## src/rtl/adc_result_latch.sv

```systemverilog
module adc_result_latch #(
  parameter int RES_W  = 10,
  parameter int BYTE_W = 8
) (
  input  logic              clk,
  input  logic              rst_n,
  input  logic              conv_done,
  input  logic [RES_W-1:0]  conv_data,
  input  logic              left_adj,
  input  logic              rd_lo,
  input  logic              rd_hi,
  output logic [BYTE_W-1:0] rd_data
);
  localparam int HI_BITS = RES_W - BYTE_W;
  localparam int PAD_W   = BYTE_W - HI_BITS;

  logic [RES_W-1:0] res_q;
  logic             locked_q;
  logic             take;

  assign take = conv_done && !locked_q && !rd_lo;

  always_ff @(posedge clk) begin
    if (!rst_n) begin
      res_q    <= '0;
      locked_q <= 1'b0;
    end else begin
      if (take) res_q <= conv_data;
      if (rd_hi)      locked_q <= 1'b0;
      else if (rd_lo) locked_q <= 1'b1;
    end
  end

  logic [BYTE_W-1:0] lo_view, hi_view;

  assign lo_view = left_adj ? {res_q[HI_BITS-1:0], {PAD_W{1'b0}}}
                            : res_q[BYTE_W-1:0];
  assign hi_view = left_adj ? res_q[RES_W-1:RES_W-BYTE_W]
                            : {{PAD_W{1'b0}}, res_q[RES_W-1:BYTE_W]};

  assign rd_data = rd_lo ? lo_view : (rd_hi ? hi_view : '0);
endmodule

```

## config.mk

```make
export PLATFORM = sky130hd
export DESIGN_NAME = adc_result_latch
export DESIGN_NICKNAME = d
export VERILOG_FILES = /design/src/rtl/adc_result_latch.sv
export SDC_FILE = /design/constraint.sdc
export NUM_CORES = 1
export LEC_CHECK = 0
export BUFFER_PORTS_ARGS = -buffer_cell sky130_fd_sc_hd__buf_2
export CAP_MARGIN = 20
export CORE_MARGIN = 2
export CORE_UTILIZATION = 46
export CTS_CLUSTER_DIAMETER = 50
export DETAILED_ROUTE_END_ITERATION = 7
export GPL_TIMING_DRIVEN = 0
export PLACE_DENSITY = 0.78
export SYNTH_ARGS = -nofsm -noshare
export SYNTH_HDL_FRONTEND = slang
export SYNTH_SLANG_ARGS = --single-unit
```

## constraint.sdc

```tcl
create_clock -name clk -period 1.2 [get_ports clk]
set_clock_uncertainty 0.15 [all_clocks]
set_input_delay 0.06 -clock clk [delete_from_list [all_inputs] [get_ports clk]]
set_output_delay 0.06 -clock clk [all_outputs]
set_load 0.05 [all_outputs]
```

# Word level (Yosys, flattened, before mapping)
# Index checks and enable logic that the tools add are counted.
[totals]
out_inout_bits = 8
register_bits = 11
in_bits = 16
elab_cells = 12
[op_classes]
n_bitwise = 1
mux = 4
reduce_logical = 5
[ops]
columns = ["cell", "n"]
rows = [
  ["$mux W8", 4],
  ["$logic_and A1 B1 Y1", 2],
  ["$logic_not A1 Y1", 2],
  ["$reduce_or A2 Y1", 1],
  ["$not A1 Y1", 1],
]

# Depth between registers and ports, before layout
[logic_depth]
depth_word = 3
ltp_mapped = 4
mapped_depth_nobuf = 2

# Worst setup path after synthesis
# Ideal clock, no wire load.
[synth_path]
kind = "input to output"
start = "in left_adj"
end = "out rd_data[4]"
path_buffers = 2
arrival_ns = 1.238
stages = 4
setup_slack_ns = -0.248
path_cell_list = "buf_4 -> clkbuf_4 -> nand3_1 -> o22ai_1"
[synth_via]
elab_chain_len = 3
word_cells_on_any_way = 4
classes_between = "mux: 4"
[synth_lines]
columns = ["item", "line_no", "rtl"]
rows = [
  ["start: declaration", "9", "input logic left_adj,"],
  ["$mux W8", "38", "assign hi_view = left_adj ? res_q[RES_W-1:RES_W-BYTE_W]"],
  ["$mux W8", "41", "assign rd_data = rd_lo ? lo_view : (rd_hi ? hi_view : '0);"],
  ["$mux W8 *", "41", ""],
  ["end: declaration", "12", "output logic [BYTE_W-1:0] rd_data"],
]
# Mark *: on every way between the ends. The rest lies on a longest branch, timed or not.

# Worst setup path in the final report
[layout_path]
start = "reg res_q[3]"
end = "out rd_data[1]"
[layout_via]
elab_chain_len = 3
[layout_lines]
columns = ["item", "line_no", "rtl"]
rows = [
  ["start: declaration", "17", "logic [RES_W-1:0] res_q;"],
  ["start signal: assignment", "28", "if (take) res_q <= conv_data;"],
  ["$mux W8", "38", ""],
  ["$mux W8 (2 in a row)", "41", ""],
]
# Every way passes these cells.

==> metrics.md <==
| Metric | Value |
|---|---|
| FP Rows | `13` |
| Yosys top cell area share | `35.4%` |
| H-Tree Depth | `1` |
| Post-DP Area | `771 sq um` |
| Number of global-route vias before repair | `535` |
| DRT iter0 DRCs | `15` |
| Reg area | `234 sq um` |
| Residual DRC | `0` |
| Register area share after synthesis | `35.4%` |
| Crit Path Max Fanout | `3` |
| Diode count | `0` |
| Pin count of the biggest net entering global routing | `11` |
| Mapped Avg Cell Area | `8.18 sq um` |
| RD Place Congestion | `0.727` |
| Worst path cell trace | `mux2i_1 -> o22ai_1 -> buf_4` |
| Drt total wl | `1.71 mm` |
| Failing checks | `setup timing` |
| CP Data Required Time | `990 ps` |
| Ranking of synthesized cells by area | `dfxtp_1 (35%), mux2i_1 (26%), nand2_1 (16%), o22ai_1 (6.0%), nand3_1 (4.8%)` |
| Max clock buf depth | `2` |
| ANT nets after route | `0` |
| CTS Buf Count | `3` |
| RSZ-0062 raised after global routing | `true` |
| Clk_lat worst skew | `270 ps` |
| Final HPWL DP | `950 microns` |
| TritonRoute pass-1 iters | `4` |
| Initial antenna violation count | `0` |
| Lkg Pwr | `0.421 nW` |
| Post-route cell area | `1010 sq um` |
| Post-Synthesis Net Count | `92` |
| Area of the multi-input gates | `403 sq um` |
| #FFs+latches synth | `11` |
| Status | `finished with violations` |
| Starting Density | `48.4%` |
| Critical Setup Path Class | `reg2out` |
| Pins Over Slew Limit | `0` |
| Critical-path top delay cell | `dfxtp_2` |
| Die area | `1660 sq um` |
| Post-route setup slack | `-98.3 ps` |
| Area share of fa/ha/maj cells after synthesis | `0%` |
| Final hold vios | `0` |
| Slew @ Worst Pin | `409 ps` |
| Final net count | `134` |
| Vias per cell | `5.08` |
| Final Cycle Share | `108%` |
| Die Y | `40.8 microns` |
| Root Buffer | `clkbuf_4` |
| Fin crit period | `1300 ps` |
| Largest family of logic cells by synthesized area | `multiplexers` |
| Top_reg_cell synth | `dfxtp_1` |
| Hold Path Depth | `4` |
| CTS tree | `built` |
| Post-synth top cells | `nand2_1 (26), mux2i_1 (16), dfxtp_1 (11)` |
| First-pass GRT wire length | `2.28 mm` |
| Power per cell area | `892 nW/um^2` |
| Clk sink count | `11` |
| Xor and xnor area share after synthesis | `0%` |
| EDFF count, synth | `0` |
| Final core occ | `78.9%` |
| Port bufs | `21` |
| CP Launch Type | `register` |
| Chip width | `40.8 microns` |
| Max VDD drop | `683 uV` |
| Share of layout cells above drive strength 1 | `42.7%` |
| Fmax | `0.770 GHz` |
| Core Area | `1280 sq um` |
| Avg WL per Cell | `12.9 microns` |
| Synth Area in Compound Gates | `6.04%` |
| Clock-pin slew on the worst setup and hold paths | `80 ps` |
| I/O pin count | `24` |
| Tightest Hold Check Type | `in2reg` |
| Final setup viols | `8` |
| Post-Syn Instances | `76` |
| Synthesized area | `622 sq um` |
| Post-synth cell types | `14` |
| Crit end category | `primary output` |
| Syn-to-layout area delta | `63.0%` |
| Synthesis Warnings | `0` |
| Mux contribution to synthesized area | `25.8%` |
| Grt ovf | `0` |
| Slowest stage delay, CP | `360 ps` |
| Max-cap viol count | `0` |
| Reg2Reg Depth | `3` |
| Synth Area in Simple Gates | `25.4%` |
| Yosys top cell by area | `dfxtp_1` |
| Top-count cell post-synth | `nand2_1` |
| Normalized max-slew margin | `72.7%` |
| Ys async rst share | `0%` |
| Fillers | `79` |
| CP Data Arrival Time | `1090 ps` |
| Via count | `670` |
| GRT Total Usage | `21.3%` |
## cells in the final DEF (no fill, tap or decap), drive strengths merged
cell         Yosys  routed
nand2           26      26
mux2i           16      16
nand2b           1       1
dlygate4sd3      0      13
nand3            6       6
nor3b            2       2
o22ai            6       6
buf              4      28
clkbuf           3       7
nor2             1       1
dfxtp           11      11
## state kept, by name (all words and copies together), names as in the netlist
register,count
res_q,10
locked_q,1
## final timing paths
kind	startpoint	end	slack (ps)
worst min-delay path	rst_n	res_q[2]	150
worst min register to register	res_q[5]	res_q[5]	320
worst max-delay path	res_q[3]	rd_data[1]	-100
worst max register to register	locked_q	res_q[5]	30
## cell type report
type	count	share of cell area, %
multi-input combinational	58	39.8
clock buffer	4	2.59
timing repair buffer	37	28.1
sequential	11	23.1
tap	15	1.85
buffer	7	4.57
## per-layer routing
layer  GRT usage, %  vias to the layer above  wire, microns
li1               -                      344              -
met1           26.5                      292            741
met2           34.5                       29            818
met3           3.26                        5            107
met4           12.5                        0             41
met5              0                        -              0
## worst max-delay path, delay by kind of cell, from the launching register on
| family | cells | cell delay, ps |
|---|---|---|
| AOI/OAI and AO/OA | 1 | 150 |
| buffers and inverters | 1 | 220 |
| DFF | 1 | 360 |
| muxes | 1 | 70 |
## what timing repair did
action | CTS | global route
pin swaps | 3 | 4
cloned | 0 | 1
endpoints found under the hold margin | 11 | 0
resized for setup | 23 | 5
hold buffers | 13 | 0
endpoints found under the setup margin | 8 | 10
buffers inserted | 1 | 1
## stage by stage
| stage | setup slack [ps] | instances | total power, W | setup TNS (ps) | hold slack (ps) |
|---|---|---|---|---|---|
| floorplan | -248 | 76 | 0.000531 | -1230 | 52.1 |
| global placement | 53.4 | 112 | 0.000576 | 0 | 158 |
| detailed placement | 46.6 | 112 | 0.000578 | 0 | 163 |
| CTS | -88.0 | 130 | 0.000879 | -480 | 142 |
| global route | -161 | 132 | 0.000941 | -993 | 172 |
| finish | -98.3 | 132 | 0.000904 | -631 | 147 |
## report_power, final
group          switching (W)  internal (W)  leakage [nW]  total, W
logic               0.000116      0.000117         0.312  0.000233
registers          0.0000179      0.000388        0.0946  0.000406
clock network       0.000136      0.000129        0.0150  0.000265
## cell families after synthesis
group,Yosys count
DFF,11
AOI/OAI and AO/OA,6
buffers and inverters,7
and+or+nand+nor,36
muxes,16
(Power assumes the default switching activity.)
